$ cat src/rtl/i2c_irq_pkg.sv
package i2c_irq_pkg;
  localparam int EVW     = 8;
  localparam int B_CNT   = 7;
  localparam int B_ACKT  = 6;
  localparam int B_RSVD  = 5;
  localparam int B_WR    = 4;
  localparam int B_ADR   = 3;
  localparam int B_STOP  = 2;
  localparam int B_RST   = 1;
  localparam int B_START = 0;
  localparam logic [EVW-1:0] LIVE_MASK = ~(EVW'(1) << B_RSVD);
  localparam logic [EVW-1:0] HOLD_PLAIN = (EVW'(1) << B_WR) | (EVW'(1) << B_ADR);

  typedef enum logic [1:0] {
    SEL_EN   = 2'd0,
    SEL_FLAG = 2'd1,
    SEL_HOLD = 2'd2,
    SEL_NONE = 2'd3
  } reg_sel_e;
endpackage

$ cat src/rtl/i2c_evt_flags.sv
module i2c_evt_flags
  import i2c_irq_pkg::*;
#(
  parameter int W = EVW,
  parameter logic [W-1:0] LIVE = LIVE_MASK
) (
  input  logic         clk,
  input  logic         rst_n,
  input  logic [W-1:0] set_i,
  input  logic [W-1:0] clr_i,
  output logic [W-1:0] flag_o
);
  logic unused_dead;
  assign unused_dead = ^((set_i | clr_i) & ~LIVE);

  for (genvar i = 0; i < W; i++) begin : g_bit
    if (LIVE[i]) begin : g_live
      logic flag_q;
      always_ff @(posedge clk or negedge rst_n) begin
        if (!rst_n)        flag_q <= 1'b0;
        else if (set_i[i]) flag_q <= 1'b1;
        else if (clr_i[i]) flag_q <= 1'b0;
      end
      assign flag_o[i] = flag_q;

      // strobe sets the flag
      a_r3_flag_set: assert property (@(posedge clk) disable iff (!rst_n)
        set_i[i] |=> flag_o[i]);
      // clear without strobe drops the flag
      a_r4_flag_clr: assert property (@(posedge clk) disable iff (!rst_n)
        (clr_i[i] && !set_i[i]) |=> !flag_o[i]);
    end else begin : g_dead
      assign flag_o[i] = 1'b0;
    end
  end
endmodule

$ cat src/rtl/i2c_hold_ctrl.sv
module i2c_hold_ctrl
  import i2c_irq_pkg::*;
#(
  parameter int W = EVW
) (
  input  logic         clk,
  input  logic         rst_n,
  input  logic [W-1:0] evt_i,
  input  logic [W-1:0] en_i,
  input  logic         ack_sent_i,
  input  logic         release_i,
  output logic         hold_o
);
  logic ack_hit, plain_hit, hold_set, hold_q;
  logic unused_evt;
  assign unused_evt = ^(evt_i & ~(HOLD_PLAIN | (W'(1) << B_ACKT)));

  assign ack_hit   = evt_i[B_ACKT] && en_i[B_ACKT] && ack_sent_i;
  assign plain_hit = |(evt_i & en_i & HOLD_PLAIN);
  assign hold_set  = ack_hit || plain_hit;

  always_ff @(posedge clk or negedge rst_n) begin
    if (!rst_n)         hold_q <= 1'b0;
    else if (hold_set)  hold_q <= 1'b1;
    else if (release_i) hold_q <= 1'b0;
  end
  assign hold_o = hold_q;

  a_r7_ack_hold: assert property (@(posedge clk) disable iff (!rst_n)
    (evt_i[B_ACKT] && en_i[B_ACKT] && ack_sent_i) |=> hold_o);
  a_r7_nack_keep: assert property (@(posedge clk) disable iff (!rst_n)
    (evt_i[B_ACKT] && !ack_sent_i && !plain_hit && !release_i) |=> (hold_o == $past(hold_o)));
  a_r8_wr_hold: assert property (@(posedge clk) disable iff (!rst_n)
    (evt_i[B_WR] && en_i[B_WR]) |=> hold_o);
  a_r10_release: assert property (@(posedge clk) disable iff (!rst_n)
    (release_i && !hold_set) |=> !hold_o);
  a_r9_no_rise: assert property (@(posedge clk) disable iff (!rst_n)
    (!hold_o && !(|(evt_i & en_i & (HOLD_PLAIN | (W'(1) << B_ACKT))))) |=> !hold_o);
endmodule

$ cat src/rtl/i2c_irq_regs.sv
module i2c_irq_regs
  import i2c_irq_pkg::*;
#(
  parameter int W = EVW
) (
  input  logic         clk,
  input  logic         rst_n,
  input  logic         wr_i,
  input  logic [1:0]   sel_i,
  input  logic [W-1:0] wdata_i,
  input  logic [W-1:0] flag_i,
  input  logic         hold_i,
  output logic [W-1:0] en_o,
  output logic [W-1:0] flag_clr_o,
  output logic         hold_rel_o,
  output logic [W-1:0] rdata_o
);
  reg_sel_e   sel;
  logic [W-1:0] en_q;
  assign sel = reg_sel_e'(sel_i);

  always_ff @(posedge clk or negedge rst_n) begin
    if (!rst_n)                    en_q <= '0;
    else if (wr_i && sel == SEL_EN) en_q <= wdata_i & LIVE_MASK;
  end
  assign en_o = en_q;

  assign flag_clr_o = (wr_i && sel == SEL_FLAG) ? wdata_i : '0;
  assign hold_rel_o = wr_i && sel == SEL_HOLD && !wdata_i[0];

  always_comb begin
    unique case (sel)
      SEL_EN:   rdata_o = en_q;
      SEL_FLAG: rdata_o = flag_i;
      SEL_HOLD: rdata_o = {{(W-1){1'b0}}, hold_i};
      default:  rdata_o = '0;
    endcase
  end

  // reserved enable bit never holds a 1
  a_r11_rsvd_en: assert property (@(posedge clk) disable iff (!rst_n)
    (wr_i && sel == SEL_EN) |=> !en_o[B_RSVD]);
endmodule

$ cat src/rtl/i2c_irq_hold_ctrl.sv
module i2c_irq_hold_ctrl
  import i2c_irq_pkg::*;
(
  input  logic       clk,
  input  logic       rst_n,
  input  logic [7:0] evt_i,
  input  logic       ack_sent_i,
  input  logic       reg_wr_i,
  input  logic [1:0] reg_sel_i,
  input  logic [7:0] reg_wdata_i,
  output logic [7:0] reg_rdata_o,
  output logic       irq_o,
  output logic       hold_o
);
  logic [EVW-1:0] en, flags, flag_clr;
  logic           hold_rel, hold;

  i2c_irq_regs #(.W(EVW)) u_regs (
    .clk(clk), .rst_n(rst_n), .wr_i(reg_wr_i), .sel_i(reg_sel_i),
    .wdata_i(reg_wdata_i), .flag_i(flags), .hold_i(hold),
    .en_o(en), .flag_clr_o(flag_clr), .hold_rel_o(hold_rel), .rdata_o(reg_rdata_o)
  );

  i2c_evt_flags #(.W(EVW), .LIVE(LIVE_MASK)) u_flags (
    .clk(clk), .rst_n(rst_n), .set_i(evt_i), .clr_i(flag_clr), .flag_o(flags)
  );

  i2c_hold_ctrl #(.W(EVW)) u_hold (
    .clk(clk), .rst_n(rst_n), .evt_i(evt_i), .en_i(en),
    .ack_sent_i(ack_sent_i), .release_i(hold_rel), .hold_o(hold)
  );

  assign irq_o  = |(flags & en);
  assign hold_o = hold;

  // no enables means no interrupt
  a_r6_masked_quiet: assert property (@(posedge clk) disable iff (!rst_n)
    (en == '0) |-> !irq_o);
  // set wins over a same-cycle clear
  a_r5_set_wins: assert property (@(posedge clk) disable iff (!rst_n)
    (evt_i[B_START] && flag_clr[B_START]) |=> flags[B_START]);
endmodule

$ cat config.mk
export PLATFORM = sky130hd
export DESIGN_NAME = i2c_irq_hold_ctrl
export DESIGN_NICKNAME = d
export VERILOG_FILES = /design/src/rtl/i2c_irq_pkg.sv /design/src/rtl/i2c_evt_flags.sv /design/src/rtl/i2c_hold_ctrl.sv /design/src/rtl/i2c_irq_regs.sv /design/src/rtl/i2c_irq_hold_ctrl.sv
export SDC_FILE = /design/constraint.sdc
export NUM_CORES = 1
export LEC_CHECK = 0
export BUFFER_PORTS_ARGS = -buffer_cell sky130_fd_sc_hd__buf_4
export CORE_MARGIN = 2
export CORE_UTILIZATION = 51
export CTS_CLUSTER_SIZE = 25
export DETAILED_ROUTE_END_ITERATION = 7
export PLACE_DENSITY = 0.92
export SYNTH_ARGS = -nofsm -noshare
export SYNTH_HDL_FRONTEND = slang
export SYNTH_HIERARCHICAL = 1
export SYNTH_SLANG_ARGS = --single-unit
$ cat constraint.sdc
create_clock -name clk -period 2.3 [get_ports clk]
set_input_delay 0.46 -clock clk [delete_from_list [all_inputs] [get_ports clk]]
set_output_delay 0.46 -clock clk [all_outputs]
set_load 0.1 [all_outputs]
==> impl_metrics.tcl, run 1 <==
set metrics [dict create \
    status "finished clean" \
    cp_top_family "flip-flops" \
    syn_area_um2 877 \
    endpoint_kind "output port" \
    start_util_pct 56.3 \
    final_cells 122 \
    slowest_stage "dfrtp_1" \
    tns_ns 0 \
    setup_viol 0 \
    maxCapViolCount 0 \
    area_growth_pct 22.3 \
    start_kind "flip-flop" \
    gp_congestion 0.762 \
    setup.worst_path.class "flip-flop to output port" \
    core_area_mm2 0.00156 \
    placed_cells 118 \
    synth_nets 107 \
    overflow 0 \
    avgViaCountPerCell 5.42 \
    io_pins 32 \
    pre_cts_ws_ns 0.651 \
    grt_max_degree 16 \
    skew_ns 0.00175 \
    slew_violations 0 \
    cp.arrival_ns 1.28 \
    cp_max_fo 3 \
    ir_worst_vdd_mv 0.449 \
    fin_nets 129 \
    ctsHtreeMaxLevel 1 \
    io_buffers 28 \
    cts.sinks 15 \
    first_pass_iters 3 \
    wl_per_cell_um 13.5 \
    grt_use_total_pct 18.5 \
    root_buffer "clkbuf_4" \
    hold_viol 0 \
    row_count 14 \
    final.period_utilization_pct 75.5 \
    insertedDiodeCount 0 \
    cts_buffers 3 \
    clock.fmax_mhz 576 \
    yosysWarningCount 6 \
    worstSetupStartpoint "u_flags/g_bit[2].g_live.flag_q" \
    dr_total_vias 661 \
    wl_mm 1.65 \
    cts_setup_buffers 0 \
    grt_pass1_vias 659 \
    dieWidth_um 45.5 \
    drive_gt1_share_pct 43.4 \
    rsz0062_at_grt "false" \
    clkSlewWorstSetupHoldPaths_ns 0.08 \
    tightest_slew_ns 0.966 \
    drtIter0Drc 13 \
    p_leak_nw 0.489 \
    clock_path_buffers 2 \
    cp.required_ns 1.84 \
    setup_ws_ns 0.564 \
    detailed_place_hpwl_mm 1.33 \
    synth.avg_cell_area_um2 10.3 \
    clk_latency_ns 0.28 \
    hold_path_class "input port to asynchronous set/reset pin" \
    cts_tree "built" \
    path_buf_inv 1 \
    die_h_um 45.5 \
    rr_startpoint "u_regs/en_o[4]" \
    layout_min_cycle_time_ns 1.74 \
    cpPeakStageDelay_ns 0.41 \
    netlist_instances 85 \
    antenna_found_initial 0 \
    hold_buffers 0 \
    post_cts_resized 0 \
    grt_pass1_wl_mm 2.77 \
    ant_nets 0 \
    remaining_drc_errors 0 \
    max-slew-margin-rel_pct 35.8 \
    dieArea_mm2 0.00207 \
    p_per_area_mw_per_mm2 678 \
    path_cells "a22oi_1, nand4_1, buf_4" \
]
report_power, final:
| group | switching, mW | internal (mW) | total, mW | leakage [nW] |
|---|---|---|---|---|
| logic | 0.174 | 0.0882 | 0.262 | 0.318 |
| registers | 0.0247 | 0.293 | 0.317 | 0.156 |
| clock network | 0.0799 | 0.0673 | 0.147 | 0.0150 |
| total | 0.279 | 0.448 | 0.727 | 0.489 |
worst paths after layout:
check	to	slack, ns	cells after the start
hold / removal	u_regs/en_o[7]	0.02	1
setup reg to reg	u_regs/en_o[4]	1.51	1
setup / recovery	irq_o	0.56	3
max in group asynchronous	u_flags/g_bit[0].g_live.flag_q	2.11	1
min in group clk	u_flags/g_bit[1].g_live.flag_q	0.35	2
hold reg to reg	u_flags/g_bit[1].g_live.flag_q	0.52	1
area by class of cell:
| type | instances | area, µm² |
|---|---|---|
| inverter | 7 | 26.3 |
| sequential | 15 | 375 |
| fill | 121 | 487 |
| clock buffer | 4 | 26.3 |
| timing repair buffer | 28 | 210 |
| multi-input combinational | 52 | 414 |
| tap | 16 | 20.0 |
metal layers:
layer / up-vias / track usage (%) / routed length [µm]
li1: 324 / - / -
met1: 312 / 23.2 / 698
met2: 21 / 32.4 / 856
met3: 4 / 2.38 / 71
met4: 0 / 6.47 / 25
met5: - / 0 / 0
flip-flops by register name, indices dropped and copies added, names as in the netlist:
signal,cells
u_flags/g_bit.g_live.flag_q,7
u_regs/en_o,7
u_hold/hold_o,1
stage by stage:
stage	power [mW]	utilization, %	hold WS, ns	area [µm²]
global placement	0.579	67.1	0.324	1050
detailed placement	0.587	67.1	0.324	1050
finish	0.727	68.8	0.0155	1070
CTS	0.733	68.8	0.0180	1070
global route	0.760	68.8	0.0212	1070
floorplan	0.522	-	0.164	896
cell usage in the layout, fill, tap and decap left out, drive strengths merged:
cell type and instances:
mux2i 7, clkbuf 4, nand4 2, a22oi 4, and3b 2, dfrtp 15, nand2b 1, nor3b 1
and2 7, mux2 7, a21o 7, nand2 2, nand3b 1, buf 28, nor4bb 1, nand3 1
conb 2, inv 7, o21ai 1, nor2 6
No activity file was read; power rests on OpenSTA's default activity.
==> run 2, diff against run 1 <==
Settings changed: ABC_AREA set to 1, CORE_UTILIZATION 51 to 49, PLACE_DENSITY 0.92 to 0.88.
Clock period 2.3 ns to 1.8 ns, I/O delays scaled along.
==> run 2 against run 1 <==
Compared with the run above: global-route usage up 2.0 points; setup slack worse by 0.38 ns; synthesized cell count up 68%; flip-flop and latch count unchanged; synthesized area up 7.4%; hold slack better by 0.22 ns; sequential power up 26%; non-clock buffer count up 2; critical path type is now input port to output port; largest power group unchanged.
==> impl_metrics.tcl, run 2 <==
set metrics [dict create \
    status "finished clean" \
    rr_startpoint "u_regs/en_o[6]" \
    start_kind "input port" \
    cp.required_ns 1.44 \
    wl_per_cell_um 10.7 \
    rr_endpoint "u_hold/hold_o" \
    setup_viol 0 \
    cts_tree "built" \
    row_count 15 \
    slowest_stage "buf_4" \
    cp_top_family "simple AND/OR/NAND/NOR gates" \
    clk_latency_ns 0.30 \
    path_buf_inv 2 \
    start_util_pct 53.4 \
    setup.worst_path.class "input port to output port" \
    p_leak_nw 0.685 \
    finish.instance_area_mm2 0.00115 \
    min_to "u_flags/g_bit[2].g_live.flag_q" \
    tns_ns 0 \
    total_power_uw 950 \
    cts_buffers 3 \
    path_cells "buf_4, nor2_4, nand2_1, nand2_1, buf_4" \
    clock.fmax_mhz 618 \
    io_buffers 28 \
    first_pass_iters 4 \
    final_cell_mix "nand2_1, buf_4, inv_1, dfrtp_1, nand3_1" \
    area_growth_pct 22.2 \
    skew_ns 0.0129 \
    cp_max_fo 13 \
    detailed_place_hpwl_mm 1.54 \
    p_per_area_mw_per_mm2 825 \
    hp-start "evt_i[2]" \
    grt_pass1_wl_mm 3.25 \
    core_area_mm2 0.00176 \
    whs_path_depth 3 \
    clkSlewWorstSetupHoldPaths_ns 0.10 \
    die_h_um 47.9 \
    rsz0062_at_grt "false" \
    antenna_found_initial 0 \
    r2r_cells 2 \
    fin_nets 189 \
    synth.avg_cell_area_um2 6.59 \
    fin_util_pct 65.2 \
    hold_path_class "input port to flip-flop" \
    dieArea_mm2 0.00229 \
    final_cells 191 \
    synth_nets 165 \
    place_area_mm2 0.00111 \
    pre_cts_ws_ns 0.188 \
    cpPeakStageDelay_ns 0.29 \
    maxCapViolCount 0 \
    gp_congestion 0.800 \
    io_pins 32 \
    grt_max_degree 16 \
    grt_use_total_pct 20.5 \
    drtIter0Drc 14 \
    dieWidth_um 47.9 \
    ir_worst_vdd_mv 0.439 \
    netlist_instances 143 \
    endpoint_kind "output port" \
    overflow 0 \
    wl_mm 2.04 \
    ctsHtreeMaxLevel 1 \
    hold_viol 0 \
    root_buffer "clkbuf_4" \
    cp.arrival_ns 1.26 \
    final_common_cell "nand2_1" \
    clock_path_buffers 2 \
    cts.sinks 15 \
    worstSetupStartpoint "reg_sel_i[1]" \
    hold_slack_ns 0.233 \
    layout_min_cycle_time_ns 1.62 \
    ant_nets 0 \
    setup_ws_ns 0.181 \
    insertedDiodeCount 0 \
    r2r_setup_slack_ns 1.11 \
    yosysWarningCount 6 \
    placed_cells 186 \
    dr_total_vias 896 \
    grt_pass1_vias 764 \
    remaining_drc_errors 0 \
    final.period_utilization_pct 90.0 \
    drive_gt1_share_pct 24.1 \
    avgViaCountPerCell 4.69 \
    slew_violations 0 \
    syn_area_um2 942 \
]
-- run 2: final cells by class --
| class | count | area [µm²] |
|---|---|---|
| clock inverters | 1 | 5.00 |
| repair buffers | 30 | 228 |
| fillers | 173 | 613 |
| well taps | 25 | 31.3 |
| multi-input cells | 93 | 398 |
| inverters | 24 | 90.1 |
| flip-flops and latches | 15 | 377 |
| clock buffers | 3 | 22.5 |
-- run 2: repair_timing --
item                                    4_1_cts  5_1_grt
hold buffers                                  1        0
endpoints found under the setup margin        0        0
endpoints found under the hold margin        15        0
buffers inserted                              0        0
resized for setup                             0        0
-- run 2: tightest hold or removal path, stage by stage --
cell	delay, ns
buf_4	0.07
inv_1	0.03
nand2_1	0.05
-- run 2: per-layer routing --
layer  GRT usage, %  share of wire, %
met3           3.40               6.9
met2           32.3                49
met5              0                 0
met4           10.3               1.7
met1           27.1                42
-- run 2: worst max-delay path by stage --
stage	end	slack (ns)	depth (start not counted)
2_1_floorplan	reg_rdata_o[3]	0.12	4
3_3_place_gp	reg_rdata_o[0]	0.21	5
3_5_place_dp	reg_rdata_o[0]	0.19	5
4_1_cts	irq_o	0.17	5
5_1_grt	irq_o	0.11	5
6_report	reg_rdata_o[7]	0.18	5
-- run 2: power by group --
part	internal, mW	total [mW]	leakage [nW]	switching, mW
sequential	0.370	0.398	0.160	0.0277
clock	0.0829	0.201	0.0177	0.118
combinational	0.0963	0.351	0.507	0.255
